<file path="src/rtl/fpu_err_pkg.sv">
package fpu_err_pkg;

   // State of the ignore-error pin driver
   typedef enum logic {
      IGN_IDLE = 1'b0,
      IGN_HOLD = 1'b1
   } ign_state_t;

   // Internal resume message passed from the I/O decoder to the pin driver
   typedef struct packed {
      logic hit;
   } resume_msg_t;

endpackage

</file>
<file path="src/rtl/fpu_err_sync.sv">
module fpu_err_sync #(
   parameter int   STAGES    = 2,
   parameter logic RESET_VAL = 1'b1
) (
   input  logic clk,
   input  logic rst_n,
   input  logic d,
   output logic q
);

   logic [STAGES-1:0] chain;

   generate
      if (STAGES == 1) begin : g_single
         always_ff @(posedge clk or negedge rst_n) begin
            if (!rst_n) chain <= RESET_VAL;
            else        chain <= d;
         end
      end else begin : g_chain
         always_ff @(posedge clk or negedge rst_n) begin
            if (!rst_n) chain <= {STAGES{RESET_VAL}};
            else        chain <= {chain[STAGES-2:0], d};
         end
      end
   endgenerate

   assign q = chain[STAGES-1];

endmodule

</file>
<file path="src/rtl/fpu_err_msg_gen.sv">
module fpu_err_msg_gen #(
   parameter int             MSG_W    = 8,
   parameter logic [MSG_W-1:0] ERR_CODE = 8'hE1
) (
   input  logic             clk,
   input  logic             rst_n,
   input  logic             enable,
   input  logic             err_sync_n,
   output logic             msg_valid,
   input  logic             msg_ready,
   output logic [MSG_W-1:0] msg_code
);

   logic prev_n;
   logic fall;
   logic valid_d;

   // Falling edge of the synchronised request; prev resets inactive
   assign fall    = prev_n & ~err_sync_n;
   // Pending flag: held until accepted, a new edge while pending merges
   assign valid_d = (msg_valid & ~msg_ready) | (fall & enable);

   always_ff @(posedge clk or negedge rst_n) begin
      if (!rst_n) begin
         prev_n    <= 1'b1;
         msg_valid <= 1'b0;
         msg_code  <= '0;
      end else begin
         prev_n    <= err_sync_n;
         msg_valid <= valid_d;
         msg_code  <= valid_d ? ERR_CODE : '0;
      end
   end

endmodule

</file>
<file path="src/rtl/fpu_err_io_decode.sv">
module fpu_err_io_decode
   import fpu_err_pkg::*;
#(
   parameter int                ADDR_W     = 16,
   parameter int                DATA_W     = 8,
   parameter logic [ADDR_W-1:0] CLEAR_PORT = 16'h00F0,
   parameter logic [DATA_W-1:0] CLEAR_DATA = 8'h00,
   parameter bit                CHECK_DATA = 1'b1
) (
   input  logic              clk,
   input  logic              rst_n,
   input  logic              enable,
   input  logic              wr_valid,
   input  logic [ADDR_W-1:0] wr_addr,
   input  logic [DATA_W-1:0] wr_data,
   output resume_msg_t       resume
);

   logic port_match;
   logic data_match;

   assign port_match = (wr_addr == CLEAR_PORT);

   generate
      if (CHECK_DATA) begin : g_data_chk
         assign data_match = (wr_data == CLEAR_DATA);
      end else begin : g_data_any
         assign data_match = 1'b1;
      end
   endgenerate

   always_ff @(posedge clk or negedge rst_n) begin
      if (!rst_n) resume.hit <= 1'b0;
      else        resume.hit <= enable & wr_valid & port_match & data_match;
   end

endmodule

</file>
<file path="src/rtl/fpu_err_ignore_drv.sv">
module fpu_err_ignore_drv
   import fpu_err_pkg::*;
#(
   parameter int MIN_PULSE = 4
) (
   input  logic        clk,
   input  logic        rst_n,
   input  logic        enable,
   input  resume_msg_t resume,
   input  logic        err_sync_n,
   output logic        ign_n
);

   localparam int CNT_W = (MIN_PULSE > 2) ? $clog2(MIN_PULSE) : 1;
   localparam logic [CNT_W-1:0] LAST = CNT_W'(MIN_PULSE - 1);

   ign_state_t       state;
   logic [CNT_W-1:0] cnt;

   always_ff @(posedge clk or negedge rst_n) begin
      if (!rst_n) begin
         state <= IGN_IDLE;
         cnt   <= '0;
      end else if (resume.hit && enable) begin
         state <= IGN_HOLD;
         cnt   <= '0;
      end else if (state == IGN_HOLD) begin
         if (cnt != LAST)  cnt   <= cnt + 1'b1;
         else if (err_sync_n) state <= IGN_IDLE;
      end
   end

   assign ign_n = (state != IGN_HOLD);

endmodule

</file>
<file path="src/rtl/fpu_err_bridge.sv">
module fpu_err_bridge
   import fpu_err_pkg::*;
#(
   parameter int                ADDR_W      = 16,
   parameter int                DATA_W      = 8,
   parameter int                MSG_W       = 8,
   parameter int                SYNC_STAGES = 2,
   parameter int                MIN_PULSE   = 4,
   parameter bit                CHECK_DATA  = 1'b1,
   parameter logic [ADDR_W-1:0] CLEAR_PORT  = 16'h00F0,
   parameter logic [DATA_W-1:0] CLEAR_DATA  = 8'h00,
   parameter logic [MSG_W-1:0]  ERR_CODE    = 8'hE1
) (
   input  logic              clk,
   input  logic              rst_n,
   input  logic              numeric_err_en,
   input  logic              fpu_err_n,
   input  logic              io_wr_valid,
   input  logic [ADDR_W-1:0] io_wr_addr,
   input  logic [DATA_W-1:0] io_wr_data,
   output logic              msg_valid,
   input  logic              msg_ready,
   output logic [MSG_W-1:0]  msg_code,
   output logic              ign_fpu_n
);

   generate
      if (SYNC_STAGES < 2) begin : g_bad_sync
         $error("SYNC_STAGES must be at least 2");
      end
      if (MIN_PULSE < 2) begin : g_bad_pulse
         $error("MIN_PULSE must be at least 2");
      end
      if (ADDR_W < 8 || DATA_W < 8 || MSG_W < 1) begin : g_bad_width
         $error("bus widths out of range");
      end
   endgenerate

   logic        relay_on;
   logic        err_sync_n;
   resume_msg_t resume;

   assign relay_on = ~numeric_err_en;

   fpu_err_sync #(
      .STAGES    (SYNC_STAGES),
      .RESET_VAL (1'b1)
   ) u_sync (
      .clk   (clk),
      .rst_n (rst_n),
      .d     (fpu_err_n),
      .q     (err_sync_n)
   );

   fpu_err_msg_gen #(
      .MSG_W    (MSG_W),
      .ERR_CODE (ERR_CODE)
   ) u_msg (
      .clk        (clk),
      .rst_n      (rst_n),
      .enable     (relay_on),
      .err_sync_n (err_sync_n),
      .msg_valid  (msg_valid),
      .msg_ready  (msg_ready),
      .msg_code   (msg_code)
   );

   fpu_err_io_decode #(
      .ADDR_W     (ADDR_W),
      .DATA_W     (DATA_W),
      .CLEAR_PORT (CLEAR_PORT),
      .CLEAR_DATA (CLEAR_DATA),
      .CHECK_DATA (CHECK_DATA)
   ) u_dec (
      .clk      (clk),
      .rst_n    (rst_n),
      .enable   (relay_on),
      .wr_valid (io_wr_valid),
      .wr_addr  (io_wr_addr),
      .wr_data  (io_wr_data),
      .resume   (resume)
   );

   fpu_err_ignore_drv #(
      .MIN_PULSE (MIN_PULSE)
   ) u_ign (
      .clk        (clk),
      .rst_n      (rst_n),
      .enable     (relay_on),
      .resume     (resume),
      .err_sync_n (err_sync_n),
      .ign_n      (ign_fpu_n)
   );

endmodule

</file>
<file path="config.mk">
export PLATFORM = sky130hd
export DESIGN_NAME = fpu_err_bridge
export DESIGN_NICKNAME = d
export VERILOG_FILES = /design/src/rtl/fpu_err_pkg.sv /design/src/rtl/fpu_err_sync.sv /design/src/rtl/fpu_err_msg_gen.sv /design/src/rtl/fpu_err_io_decode.sv /design/src/rtl/fpu_err_ignore_drv.sv /design/src/rtl/fpu_err_bridge.sv
export SDC_FILE = /design/constraint.sdc
export NUM_CORES = 1
export LEC_CHECK = 0
export BUFFER_PORTS_ARGS = -buffer_cell sky130_fd_sc_hd__buf_2
export CORE_MARGIN = 10
export CORE_UTILIZATION = 30
export CTS_CLUSTER_DIAMETER = 80
export DETAILED_ROUTE_END_ITERATION = 8
export PLACE_DENSITY = 0.71
export SYNTH_ARGS = -nofsm -noshare
export SYNTH_HDL_FRONTEND = slang
export SYNTH_SLANG_ARGS = --single-unit
</file>
<file path="constraint.sdc">
create_clock -name clk -period 1.1 [get_ports clk]
set_input_delay 0 -clock clk [delete_from_list [all_inputs] [get_ports clk]]
set_output_delay 0 -clock clk [all_outputs]
set_load 0.005 [all_outputs]
</file>
### Word-level counts from Yosys, hierarchy flattened

Index checks and enable logic that the tools add are counted.

* register bits after elaboration: 16
* bits of input ports: 30
* output and inout port bits: 10
* logic and storage cells: 34

* add/sub/neg operators: 1
* equality and inequality tests: 2
* mux-type cells: 8
* bitwise logic cells: 11
* reductions and logical operators: 5

Operators by type and width (number)
* $eq A16 B8 Y1 const B: 1
* $logic_not A8 Y1: 1
* $mux W8: 1
* $and A1 B1 Y1: 6
* $mux W2: 3
* $mux W1: 4
* $not A1 Y1: 4
* $reduce_bool A2 Y1: 2
* $add A2 B1 Y2 const B: 1
* $ne A2 B2 Y1 const B: 1
* $reduce_and A2 Y1: 1
* $logic_and A1 B1 Y1: 1
* $or A1 B1 Y1: 1

### Logic depth before layout (Yosys ltp)

* word-level depth: 5
* gate-level depth with buffers: 4
* mapped depth without buffers: 4

### Hierarchy

Synthesis repeated with hierarchy kept, for this count alone.

* cells, all modules: 40
* area total of the unflattened synthesis: 439.2 µm²

By module, submodules not included
* fpu_err_msg_gen: instances 1, cells each 14, area an instance 147.6 µm²
* fpu_err_ignore_drv: instances 1, cells each 12, area an instance 141.4 µm²
* fpu_err_io_decode: instances 1, cells each 11, area an instance 93.8 µm²
* fpu_err_sync: instances 1, cells each 2, area an instance 52.6 µm²
* fpu_err_bridge: instances 1, cells each 1, area an instance 3.8 µm²

### Least setup slack after synthesis

OpenSTA, ideal clock, no wires.

* kind: reg2reg
* start point: register u_ign.cnt[0]
* end point: register u_ign.cnt[0]
* library setup time: 0.077 ns
* arrival time: 1.058 ns
* setup slack: -0.035 ns
* cell stages (with the launch flop): 5
* buffers on the path: 0
* cells stage by stage: dfrtp_1 ha_1 nand2b_1 or2_1 a21oi_1

* cells in the longest elaborated chain, start to end: 4
* elaborated cells between the ends (all ways): 7

Ends and longest elaborated chain
* start: declaration: RTL line fpu_err_ignore_drv.sv:18 `logic [CNT_W-1:0] cnt;`
* start signal: assignment: RTL line fpu_err_ignore_drv.sv:28 `if (cnt != LAST) cnt <= cnt + 1'b1;`
* $add A2 B1 Y2: RTL line fpu_err_ignore_drv.sv:28
* $mux W2: RTL line fpu_err_ignore_drv.sv:28
* $mux W2: RTL line fpu_err_ignore_drv.sv:27 `end else if (state == IGN_HOLD) begin`
* $mux W2: RTL line fpu_err_ignore_drv.sv:24 `end else if (resume.hit && enable) begin`

Parallel ways exist; a longest one is shown, timed or not. The select of a mux whose other input is x is not followed.
A chain may end at the register's enable or synchronous reset.

### Worst setup path in the final report

Ends and elaborated chain as after synthesis.

==> summary.md <==
| Metric | Value |
|---|---|
| Status | finished, violations left |
| Failing checks | negative setup slack |
| Clk_skew | 6.90 ps |
| Share of cells above drive strength 1 | 54.1% |
| Pleak | 0.000364 µW |
| First-pass GRT wire length | 2180 µm |
| CP required | 1290 ps |
| Min-delay worst type | in -> reg |
| Clk_lat worst skew | 250 ps |
| Place WS | -35.7 ps |
| Highest-delay cell along the critical path | dfrtp_1 |
| Dpl cell area | 573 µm² |
| Post-Synth XOR/XNOR Area | 0% |
| Count of buffers from port buffering | 35 |
| Syn Std Cell Area | 418 µm² |
| Ratio of final minimum period to clock period | 101% |
| Top delay family on crit path | flip-flops |
| Initial antenna violation count | 0 |
| Nets | 117 |
| Ant. Diodes | 0 |
| # DRC | 0 |
| Simple-gate portion of the synthesized area | 24.6% |
| Synthesis-stage register bit count | 8 |
| Final Util | 53.1% |
| Die area | 3290 µm² |
| Ports | 40 |
| Worst Path Max Fanout | 3 |
| Distinct cells, synth | 21 |
| Die W | 57.3 µm |
| Number of global-route vias before repair | 560 |
| Hold slack | 12.5 ps |
| Final Critical Period | 1110 ps |
| Chip Height | 57.3 µm |
| DR pass1 iterations | 6 |
| Number of synthesis warnings | 0 |
| Commonest cells after routing, fill and taps aside | 35 x buf_2, 8 x dlygate4sd3_1, 5 x dfrtp_1 |
| Post-synthesis mux area share | 2.40% |
| CP Launch Type | flop |
| CTS max path bufs | 2 |
| Gr usage total | 8.38% |
| DR WL/cell | 13.1 µm |
| Congestion Overflow GR | 0 |
| Initial detailed-routing violation count | 3 |
| Worst path buffer plus inverter count | 0 |
| Finished layout cell area | 691 µm² |
| Syn Inst Count | 42 |
| Clock tree root buffer cell | clkbuf_4 |
| Crit path kind | reg -> reg |
| Slowest stage delay, CP | 380 ps |
| DP Wirelength | 1010 µm |
| Setup repair after global routing missed its margin | yes |
| Synth Area in Compound Gates | 4.19% |
| Largest family of logic cells by synthesized area | simple AND/OR/NAND/NOR gates |
| Avg Cell Area, Syn | 9.95 µm² |
| Clock-pin slew on the worst setup and hold paths | 60 ps |
| Hold Vio Cnt, Final | 0 |
| Post-DRT Antenna Nets | 0 |
| Commonest non-fill, non-tap cell in the layout | buf_2 |
| DRT Wirelength | 1310 µm |
| Post-Place Cells | 87 |
| CP endpoint kind | flop |
| Final worst setup slack | -14.9 ps |
| Crit-path cells | ha_2 -> nand2b_4 -> or2_1 -> a21oi_2 |
| Arr. time, crit path | 1300 ps |
| Placer Congestion | 0.670 |
| Fin cells | 100 |
| Largest net degree at the start of global routing | 9 |
| Avg Vias per Cell | 4.50 |
| Adder-Cell Fraction of Synth Area | 2.99% |
| Sink Count | 8 |
| Max Cap Viol | 0 |
| Num CTS Buffers | 3 |
| Highest Clock Rate | 0.897 GHz |
| Num rows | 13 |
| Vias | 450 |
| # setup viols final | 1 |
| CTS tree | built |
| Post-synthesis sequential area ratio | 48.8% |
| Final Max Slew Viols | 0 |
| Peak supply drop | 0.500 mV |
| H-tree depth | 1 |
| Core Region | 1300 µm² |
| Synth-to-Final Area Change | 65.3% |
| PwrDens | 957 nW/µm² |
| Initial core utilization | 32.1% |
==> per-stage QoR <==
stage / power [µW] / setup TNS, ps
detailed placement: 404 / -35.7
CTS: 672 / -15.6
finish: 661 / -14.9
global placement: 401 / -2.73
floorplan: 357 / 0
global route: 711 / -86.4
==> path summary, 6_finish.rpt <==
check,startpoint,end,slack (ps),cells after the start
setup / recovery,u_ign.cnt[0]$_DFFE_PN0P_,u_ign.cnt[0]$_DFFE_PN0P_,-10,4
hold / removal,io_wr_data[6],u_dec.resume$_DFF_PN0_,10,4
setup reg to reg,u_ign.cnt[0]$_DFFE_PN0P_,u_ign.cnt[0]$_DFFE_PN0P_,-10,4
hold reg to reg,u_sync.chain[0]$_DFF_PN1_,u_sync.chain[1]$_DFF_PN1_,360,0
max in group asynchronous,rst_n,u_msg.prev_n$_DFF_PN1_,750,2
min in group asynchronous,rst_n,u_ign.state$_DFF_PN0_,110,2
==> final cells by class <==
type	instances	area (µm²)
flip-flops and latches	8	204
inverters	2	7.51
clock buffers	4	26.3
multi-input cells	27	171
fillers	128	611
well taps	15	18.8
repair buffers	44	263
==> Yosys cell counts (all sizes together) <==
library cell	n	area, µm²
a21oi	1	5.00
nor3	1	10.0
nor2b	1	6.26
o21ai	1	5.00
nand2b	1	6.26
nand3	1	5.00
buf	8	60.1
nor4	4	25.0
nor2	2	7.51
nand4	1	6.26
or2	1	6.26
a21o	1	7.51
dfrtp	5	125
or3	1	6.26
mux2i	1	10.0
inv	2	7.51
conb	1	3.75
ha	1	12.5
dfstp	3	78.8
nor4b	1	8.76
nand2	4	15.0
==> state kept, by name, summed over array words and instances, names as in the netlist <==
name / cells
u_msg.prev_n: 1
u_dec.resume: 1
u_sync.chain: 2
u_ign.state: 1
u_msg.msg_code: 1
u_ign.cnt: 2
==> cells by family after synthesis <==
group | Yosys count
fa+ha+maj | 1
other cells | 1
buf+inv | 10
compound gates | 3
simple gates | 18
flops | 8
mux | 1
==> tightest hold or removal path, stage by stage <==
cell,delay [ps]
buf_2,70
nor4b_1,40
nand2_1,70
nor3_2,40
==> repair_timing <==
item,4_1_cts,5_1_grt
buffers inserted,1,0
hold buffers,7,1
gates resized for setup,0,1
pin swaps,1,0
setup endpoints to repair,1,1
hold endpoints to repair,11,1
==> per-layer routing <==
metal / global-route usage (%) / share of wire, % / up-vias
met3: 9.29 / 20 / 2
met5: 0 / 0 / -
met1: 7.40 / 39 / 193
met2: 11.3 / 40 / 35
met4: 5.03 / 0.76 / 0
li1: - / - / 220
==> power breakdown <==
group,leakage [µW],internal (µW),switching [µW],total [µW]
Sequential,0.0000900,307,5.29,313
Combinational,0.000259,68.3,39.5,108
Clock,0.0000150,139,101,240
Total,0.000364,515,146,661
Power figures use the tool's default switching activity.
